--- src/rtl/pipe4_pkg.sv ---
package pipe4_pkg;
  parameter int TAG_W = 8;
  parameter int REG_W = 3;
  parameter int PC_W  = 8;
  parameter int CNT_W = 2;
  localparam int NREG = 1 << REG_W;

  typedef struct packed {
    logic             vld;
    logic [TAG_W-1:0] tag;
    logic [REG_W-1:0] dst;
    logic [REG_W-1:0] src_a;
    logic [REG_W-1:0] src_b;
    logic             wr;
    logic             br;
    logic             cond;
    logic [PC_W-1:0]  tgt;
  } slot_t;

  // A source is blocked when either operand register still awaits a write.
  function automatic logic src_blocked(input logic [NREG-1:0] pend,
                                       input logic [REG_W-1:0] a,
                                       input logic [REG_W-1:0] b);
    return pend[a] | pend[b];
  endfunction

  // Pending-writer count after one cycle of issue and completion.
  function automatic logic [CNT_W-1:0] next_count(input logic [CNT_W-1:0] cnt,
                                                  input logic inc,
                                                  input logic dec);
    return cnt + CNT_W'(inc) - CNT_W'(dec);
  endfunction
endpackage

--- src/rtl/pipe4_scoreboard.sv ---
module pipe4_scoreboard
  import pipe4_pkg::*;
(
  input  logic             clk,
  input  logic             rst_n,
  input  logic             inc_en,
  input  logic [REG_W-1:0] inc_reg,
  input  logic             dec_en,
  input  logic [REG_W-1:0] dec_reg,
  output logic [NREG-1:0]  pending
);
  for (genvar r = 0; r < NREG; r++) begin : g_reg
    logic [CNT_W-1:0] cnt;
    logic inc_hit, dec_hit;
    assign inc_hit = inc_en && (inc_reg == REG_W'(r));
    assign dec_hit = dec_en && (dec_reg == REG_W'(r));
    always_ff @(posedge clk or negedge rst_n) begin
      if (!rst_n) cnt <= '0;
      else        cnt <= next_count(cnt, inc_hit, dec_hit);
    end
    // A writer completing this cycle no longer blocks its readers.
    assign pending[r] = (cnt != CNT_W'(dec_hit));
  end
endmodule

--- src/rtl/pipe4_redirect.sv ---
module pipe4_redirect
  import pipe4_pkg::*;
(
  input  logic            clk,
  input  logic            rst_n,
  input  logic            set_en,
  input  logic [PC_W-1:0] set_tgt,
  input  logic            fetch_fire,
  output logic            redirect_valid,
  output logic [PC_W-1:0] redirect_target
);
  always_ff @(posedge clk or negedge rst_n) begin
    if (!rst_n) begin
      redirect_valid  <= 1'b0;
      redirect_target <= '0;
    end else if (set_en) begin
      redirect_valid  <= 1'b1;
      redirect_target <= set_tgt;
    end else if (fetch_fire) begin
      redirect_valid  <= 1'b0;
    end
  end
endmodule

--- src/rtl/pipe4_hazard_ctrl.sv ---
module pipe4_hazard_ctrl
  import pipe4_pkg::*;
(
  input  logic             clk,
  input  logic             rst_n,
  input  logic             fetch_valid,
  output logic             fetch_ready,
  input  logic [TAG_W-1:0] fetch_tag,
  input  logic [REG_W-1:0] fetch_dst,
  input  logic [REG_W-1:0] fetch_src_a,
  input  logic [REG_W-1:0] fetch_src_b,
  input  logic             fetch_wr,
  input  logic             fetch_branch,
  input  logic             fetch_cond,
  input  logic [PC_W-1:0]  fetch_target,
  input  logic             op_taken,
  output logic             redirect_valid,
  output logic [PC_W-1:0]  redirect_target,
  output logic [3:0]       stage_busy,
  output logic             retire_valid,
  output logic [TAG_W-1:0] retire_tag
);
  slot_t fd_q, dx_q, ow_q, fetched;
  logic [NREG-1:0] pend;

  // Named internal events, observed by the bound checker.
  logic cond_hold, taken_now, raw_stall, dec_go, fetch_fire, uncond_go;
  logic redir_set;
  logic [PC_W-1:0] redir_tgt;

  assign fetched = '{vld: 1'b1, tag: fetch_tag, dst: fetch_dst,
                     src_a: fetch_src_a, src_b: fetch_src_b, wr: fetch_wr,
                     br: fetch_branch, cond: fetch_cond, tgt: fetch_target};

  assign cond_hold   = dx_q.vld && dx_q.br && dx_q.cond;
  assign taken_now   = cond_hold && op_taken;
  assign raw_stall   = fd_q.vld && src_blocked(pend, fd_q.src_a, fd_q.src_b);
  assign dec_go      = fd_q.vld && !raw_stall && !cond_hold;
  assign fetch_ready = (!fd_q.vld || dec_go) && !cond_hold;
  assign fetch_fire  = fetch_valid && fetch_ready;
  assign uncond_go   = dec_go && fd_q.br && !fd_q.cond;
  assign redir_set   = uncond_go || taken_now;
  assign redir_tgt   = taken_now ? dx_q.tgt : fd_q.tgt;

  // Fetch/Decode buffer
  always_ff @(posedge clk or negedge rst_n) begin
    if (!rst_n) begin
      fd_q <= '0;
    end else if (fetch_fire) begin
      fd_q     <= fetched;
      fd_q.vld <= !uncond_go;        // sequential successor of a jump is dropped
    end else if (dec_go || taken_now) begin
      fd_q.vld <= 1'b0;              // moved on, or squashed by a taken branch
    end
  end

  // Decode/Operate and Operate/Write buffers
  always_ff @(posedge clk or negedge rst_n) begin
    if (!rst_n) begin
      dx_q <= '0;
      ow_q <= '0;
    end else begin
      dx_q     <= fd_q;
      dx_q.vld <= dec_go;            // bubble when Decode holds
      ow_q     <= dx_q;
    end
  end

  pipe4_scoreboard u_sb (
    .clk     (clk),
    .rst_n   (rst_n),
    .inc_en  (dec_go && fd_q.wr),
    .inc_reg (fd_q.dst),
    .dec_en  (ow_q.vld && ow_q.wr),
    .dec_reg (ow_q.dst),
    .pending (pend)
  );

  pipe4_redirect u_redir (
    .clk             (clk),
    .rst_n           (rst_n),
    .set_en          (redir_set),
    .set_tgt         (redir_tgt),
    .fetch_fire      (fetch_fire),
    .redirect_valid  (redirect_valid),
    .redirect_target (redirect_target)
  );

  assign stage_busy   = {ow_q.vld, dx_q.vld, fd_q.vld, fetch_fire};
  assign retire_valid = ow_q.vld;
  assign retire_tag   = ow_q.tag;
endmodule

--- config.mk ---
export PLATFORM = sky130hd
export DESIGN_NAME = pipe4_hazard_ctrl
export DESIGN_NICKNAME = d
export VERILOG_FILES = /design/src/rtl/pipe4_pkg.sv /design/src/rtl/pipe4_scoreboard.sv /design/src/rtl/pipe4_redirect.sv /design/src/rtl/pipe4_hazard_ctrl.sv
export SDC_FILE = /design/constraint.sdc
export NUM_CORES = 1
export LEC_CHECK = 0
export BUFFER_PORTS_ARGS = -buffer_cell sky130_fd_sc_hd__buf_2
export CAP_MARGIN = 40
export CORE_MARGIN = 10
export CORE_UTILIZATION = 50
export DETAILED_ROUTE_END_ITERATION = 7
export PLACE_DENSITY = 0.73
export SLEW_MARGIN = 20
export SYNTH_ARGS = -nofsm -noshare
export SYNTH_HDL_FRONTEND = slang
export SYNTH_SLANG_ARGS = --single-unit
--- constraint.sdc ---
create_clock -name clk -period 2.6 [get_ports clk]
set_input_delay 0.13 -clock clk [delete_from_list [all_inputs] [get_ports clk]]
set_output_delay 0.13 -clock clk [all_outputs]
set_load 0.02 [all_outputs]
**Word-level counts from Yosys, hierarchy flattened**

Index checks and enable logic that the tools add are counted.

- Add/subtract/negate cells: 16
- Order comparisons: 2
- Equal/unequal tests: 22
- Muxes and demuxes: 9
- Bitwise operators: 1
- Reduce and logical (&&, ||, !) cells: 40

Operators with widths:

| kind | number |
|---|---|
| 1-bit logical AND | 28 |
| 3-bit == test (second input constant) | 8 |
| 2-bit by 1-bit adder with 2-bit output | 8 |
| 2-bit by 1-bit != test with 1-bit output | 8 |
| 2-bit by 1-bit subtractor with 2-bit output | 8 |
| 3-bit by 2-bit == test with 1-bit output (second input constant) | 4 |
| 3-bit by 4-bit less-than comparator with 1-bit output (second input constant) | 2 |
| 8-bit 2-to-1 mux | 1 |
| 1-bit binary-select mux with 3-bit select | 2 |
| 3-bit by 1-bit == test with 1-bit output (second input constant) | 2 |
| 3-bit logical NOT | 2 |
| 1-bit 2-to-1 mux | 6 |
| 1-bit logical NOT | 5 |
| 2-bit nonzero test | 2 |
| 1-bit logical OR | 3 |
| 1-bit OR | 1 |

- Flip-flop bits (word level): 90
- Input bits: 32
- Output and inout port bits: 23
- Logic and storage cells: 120

**Depth between registers and ports, before layout**

- Depth after elaboration: 15
- Depth in mapped cells: 12
- Mapped depth without buffers: 11

**Hierarchy**

Synthesis repeated with hierarchy kept, for this count alone.

- Cell total of the unflattened synthesis: 388
- Area, all modules: 4513.1 µm²

Modules (own cells, without submodules):

| module | instances | cells each | area each (µm²) | seq. area each (µm²) |
|---|---|---|---|---|
| pipe4_hazard_ctrl | 1 | 268 | 3049.2 | 1626.6 |
| pipe4_scoreboard | 1 | 100 | 1094.8 | 400.4 |
| pipe4_redirect | 1 | 20 | 369.1 | 225.2 |

**Worst setup path before layout**

OpenSTA, ideal clock, no wires.

- Kind: register -> register
- Start point: register ow_q, in the netlist retire_valid
- End point: register u_sb.g_reg[0].cnt[1]
- Library setup time: 0.080 ns
- Data arrival time: 2.665 ns
- Required time: 2.520 ns
- Slack: -0.145 ns
- Cell stages (with the launch flop): 13
- Path buffers: 1
- Period minus slack after synthesis: 2.745 ns
- Cell sequence: dfrtp_1 -> nand3b_1 -> nor3b_1 -> ha_1 -> or3b_1 -> a21oi_2 -> a2bb2oi_4 -> buf_6 -> nand2_4 -> nor4_2 -> ha_1 -> xnor2_1 -> xnor2_1

- Cells in the longest elaborated chain, start to end: 14
- Elaborated cells on any way between the ends: 30

Ends and longest elaborated chain:

| element | line | RTL |
|---|---|---|
| from (decl) | pipe4_hazard_ctrl.sv:23 | `slot_t fd_q, dx_q, ow_q, fetched;` |
| from (signal assigned) | pipe4_hazard_ctrl.sv:65 | `ow_q <= dx_q;` |
| 1-bit logical AND (*) | pipe4_hazard_ctrl.sv:74 | `.dec_en (ow_q.vld && ow_q.wr),` |
| 1-bit logical AND | pipe4_scoreboard.sv:16 | `assign dec_hit = dec_en && (dec_reg == REG_W'(r));` |
| 2-bit by 1-bit != test with 1-bit output | pipe4_scoreboard.sv:22 | `assign pending[r] = (cnt != CNT_W'(dec_hit));` |
| 1-bit binary-select mux with 3-bit select | pipe4_pkg.sv:24 | `return pend[a] \| pend[b];` |
| 1-bit 2-to-1 mux (implied by the code) | pipe4_pkg.sv:24 |  |
| 1-bit OR | pipe4_pkg.sv:24 |  |
| 1-bit logical AND | pipe4_hazard_ctrl.sv:37 | `assign raw_stall = fd_q.vld && src_blocked(pend, fd_q.src_a, fd_q.src_b);` |
| 1-bit logical NOT | pipe4_hazard_ctrl.sv:38 | `assign dec_go = fd_q.vld && !raw_stall && !cond_hold;` |
| 1-bit logical AND (2 in a row) | pipe4_hazard_ctrl.sv:38 |  |
| 1-bit logical AND | pipe4_hazard_ctrl.sv:72 | `.inc_en (dec_go && fd_q.wr),` |
| 1-bit logical AND | pipe4_scoreboard.sv:15 | `assign inc_hit = inc_en && (inc_reg == REG_W'(r));` |
| 2-bit by 1-bit adder with 2-bit output | pipe4_pkg.sv:31 | `return cnt + CNT_W'(inc) - CNT_W'(dec);` |
| 2-bit by 1-bit subtractor with 2-bit output (*) | pipe4_pkg.sv:31 |  |
| to (signal assigned) | pipe4_scoreboard.sv:19 | `else cnt <= next_count(cnt, inc_hit, dec_hit);` |
| to (decl) | pipe4_scoreboard.sv:13 | `logic [CNT_W-1:0] cnt;` |

Every way passes the cells marked *; elsewhere a longest branch is shown, timed or not. The select of a mux whose other input is x is not followed.
A chain may end at the register's enable or synchronous reset.

**Final worst setup path**

- Start point: register ow_q[18] (netlist name)
- End point: output fetch_ready

- Cells in the longest elaborated chain, start to end: 12
- Elaborated cells on any way between the ends: 35

Ends and longest elaborated chain:

| element | line | RTL |
|---|---|---|
| 3-bit by 1-bit == test with 1-bit output, or another cell as far along | pipe4_scoreboard.sv:16 |  |
| 1-bit logical AND | pipe4_scoreboard.sv:16 |  |
| 2-bit by 1-bit != test with 1-bit output | pipe4_scoreboard.sv:22 |  |
| 1-bit binary-select mux with 3-bit select | pipe4_pkg.sv:24 |  |
| 1-bit 2-to-1 mux (implied by the code) | pipe4_pkg.sv:24 |  |
| 1-bit OR (*) | pipe4_pkg.sv:24 |  |
| 1-bit logical AND (*) | pipe4_hazard_ctrl.sv:37 |  |
| 1-bit logical NOT (*) | pipe4_hazard_ctrl.sv:38 |  |
| 1-bit logical AND (*) (2 in a row) | pipe4_hazard_ctrl.sv:38 |  |
| 1-bit logical OR (*) | pipe4_hazard_ctrl.sv:39 | `assign fetch_ready = (!fd_q.vld \|\| dec_go) && !cond_hold;` |
| 1-bit logical AND (*) | pipe4_hazard_ctrl.sv:39 |  |
| to (decl) | pipe4_hazard_ctrl.sv:7 | `output logic fetch_ready,` |

Marks and branches as above.

==> impl_metrics.json <==
{
  "num_antenna_cells": 0,
  "rsz0062_at_grt": "yes",
  "finalCritPeriodShare": 1.09,
  "required_ns": 2.47,
  "final_util": 0.607,
  "crit_fanout": 4,
  "fin_crit_ns": 2.84,
  "fp.dieH_um": 114,
  "max_stage_delay_ns": 0.38,
  "pin_count": 55,
  "path_common_cell": "buf_6",
  "wire_per_inst_um": 19.2,
  "fin_area_um2": 5270,
  "grt_pass1_vias": 3603,
  "num_rows": 34,
  "vias_per_cell": 6.05,
  "grt_antenna_before_repair": 0,
  "grt_usage": 0.170,
  "power_mw": 7.53,
  "gp_congestion": 0.855,
  "yosys_warnings": 0,
  "drt_iter0_drc": 241,
  "maxSlewHeadroom": 0.427,
  "syn_nets": 456,
  "cts_buffers": 9,
  "syn_area_um2": 4430,
  "maxSlewViolCount": 0,
  "synth.distinct_cells": 42,
  "drc": 0,
  "tns_ns": -3.91,
  "final_cells": 576,
  "syn_avg_cell_area_um2": 10.8,
  "clk_latency_ns": 0.36,
  "violations": "negative setup slack",
  "start_util": 0.510,
  "nNetsFinal": 512,
  "area_growth_syn_to_layout_pct": 19.0,
  "critPathKind": "reg -> out",
  "setup_ws_ns": -0.241,
  "numPlacedInstances": 553,
  "hp-class": "in -> reg",
  "synth-seq-cells": 90,
  "clock-skew-final_ns": 0.0133,
  "clkTransAtPathRegs_ns": 0.09,
  "synth_edf_count": 0,
  "synth-seq-area-share": 0.509,
  "cp.buffers_inverters": 4,
  "cp-end-kind": "output pin",
  "synth_top_family_by_area": "simple AND/OR/NAND/NOR gates",
  "synth_cells": 408,
  "cts.sinks": 90,
  "synth-async-reset-ratio": 1.00,
  "synth-compound-area-share": 0.134,
  "fp.dieW_um": 114,
  "drive_above_1_share": 0.306,
  "cts_tree": "done",
  "critPathTopFamily": "compound AO/OA/AOI/OAI gates",
  "synthMuxAreaShare": 0,
  "cellPowerDensity_nw_per_um2": 1430,
  "max_freq_mhz": 352,
  "status": "complete, but fails checks",
  "hold_viol": 0,
  "crit_slowest_cell": "dfrtp_1",
  "coreArea_um2": 8680,
  "die_area_um2": 13000,
  "grt_pass1_wl_mm": 18.0,
  "dpl_cell_area_um2": 4790,
  "hpwlAfterDp_mm": 7.29,
  "grt_max_degree": 55,
  "synth-xor-area-share": 0.0317,
  "postRouteAntennaNets": 0,
  "overflow": 0,
  "synth-simple-area-share": 0.210,
  "max_cap_viol_count": 0,
  "p_leak_nw": 2.36,
  "setup_viol": 28,
  "synth-adder-area-share": 0.0452,
  "tightest_slew_ns": 0.859,
  "irDropWorstVdd_mv": 0.706,
  "drtPass1Iterations": 4,
  "portBuffers": 54,
  "cts-htree-levels": 3,
  "clockBufferDepth": 2,
  "start_kind": "register",
  "arrival_ns": 2.71,
  "wl_mm": 11.1,
  "via_count": 3485,
  "root_buffer": "clkbuf_8",
  "path_cells": "nand3b_1, nor2_1, ha_1, inv_1, o311ai_1, buf_4, a2bb2oi_4, nand2_4, buf_6, a21oi_4, buf_6",
  "synth-main-ff-cell": "dfrtp_1"
}
final timing paths:
path	start	cells after the start	end	slack, ns
setup / recovery	ow_q[18]$_DFF_PN0_	11	fetch_ready	-0.24
hold / removal	fetch_dst[2]	3	fd_q[19]$_DFFE_PN0P_	0.04
setup reg to reg	ow_q[18]$_DFF_PN0_	13	u_sb.g_reg[1].cnt[1]$_DFF_PN0_	-0.24
hold reg to reg	dx_q[25]$_DFF_PN0_	0	retire_tag[5]$_DFF_PN0_	0.35
max in group asynchronous	rst_n	3	u_sb.g_reg[5].cnt[1]$_DFF_PN0_	1.68
min in group asynchronous	rst_n	2	fd_q[20]$_DFFE_PN0P_	0.27
cell families (layout without fill, tap and decap cells):
kind of cell,Yosys count,in the layout
flops,90,90
simple gates,149,150
xor+xnor,16,16
fa+ha+maj,16,16
buf+inv,58,117
compound gates,79,79
per-stage QoR:
step | hold WS (ns) | setup WS, ns
final | 0.0402 | -0.241
after global routing | 0.0408 | -0.475
after CTS | 0.0371 | -0.220
after detailed placement | 0.133 | -0.257
after global placement | 0.125 | -0.204
after floorplan | -0.166 | -0.0307
power by group:
group | switching (mW) | internal [mW]
Clock | 0.497 | 0.375
Combinational | 2.25 | 1.72
Sequential | 0.582 | 2.10
Total | 3.33 | 4.20
flip-flops by register name, indices dropped and copies added, names as in the netlist:
| register | count |
|---|---|
| dx_q | 22 |
| retire_valid | 1 |
| retire_tag | 8 |
| fd_q | 28 |
| stage_busy | 2 |
| u_redir.redirect_target | 8 |
| ow_q | 4 |
| u_redir.redirect_valid | 1 |
| u_sb.g.cnt | 16 |
Yosys cell counts, types with 8 or more instances:
master | instances | area (um2)
xnor2_1 | 16 | 140
ha_1 | 16 | 200
clkbuf_1 | 18 | 67.6
a221o_1 | 8 | 80.1
buf_4 | 13 | 97.6
dfrtp_1 | 90 | 2250
nand2_1 | 31 | 116
o211ai_1 | 29 | 218
nand4_1 | 29 | 181
inv_1 | 17 | 63.8
and3_1 | 38 | 238
a21oi_1 | 31 | 155
nor3b_1 | 8 | 60.1
nor2_1 | 8 | 30.0
final cells by class:
class,count,area [um2]
Multi-Input combinational cell,261,2080
Inverter,17,63.8
Clock inverter,3,25.0
Clock buffer,12,145
Timing Repair Buffer,85,569
Sequential cell,90,2250
Tap cell,108,135
Fill cell,714,3410
worst min-delay path, delay by kind of cell:
family          cells  cell delay (ns)
compound gates      1             0.09
buf+inv             1             0.08
simple gates        1             0.06
cells in the final DEF (no fill, tap or decap), types with 3 or more instances in the layout:
master    Yosys  final
ha_2          0      4
nand4_1      29     29
nor3_1        5      4
nor3b_1       8      7
buf_12        0      3
a21oi_4       0      3
ha_1         16      9
and3_1       38     37
clkbuf_8      0     10
buf_2         5     51
a221o_1       8      8
nand2_1      31     31
xnor2_1      16     11
buf_4        13     25
nand3b_1      3      3
nor2_1        8      3
nor2_2        0      4
ha_4          0      3
inv_1        17     17
and3b_1       3      3
buf_6         5      5
dfrtp_1      90     89
nor2_4        1      3
a21oi_1      31     29
o211ai_1     29     29
xnor2_2       0      5
nor4_2        5      3
per-layer routing:
layer	global-route usage	routed length [um]	vias to the layer above
met2	0.276	5520	114
met1	0.217	4730	1750
met4	0.0643	170	0
met5	0	0	-
li1	-	-	1604
met3	0.0356	625	17
what timing repair did:
action	in CTS	in global routing
setup endpoints to repair	56	57
endpoints found under the hold margin	36	0
gates cloned	1	0
pin swaps	8	14
gates resized for setup	17	26
hold buffers	1	0
buffers inserted	3	3
Note: power is estimated with default switching activity, not from simulation.
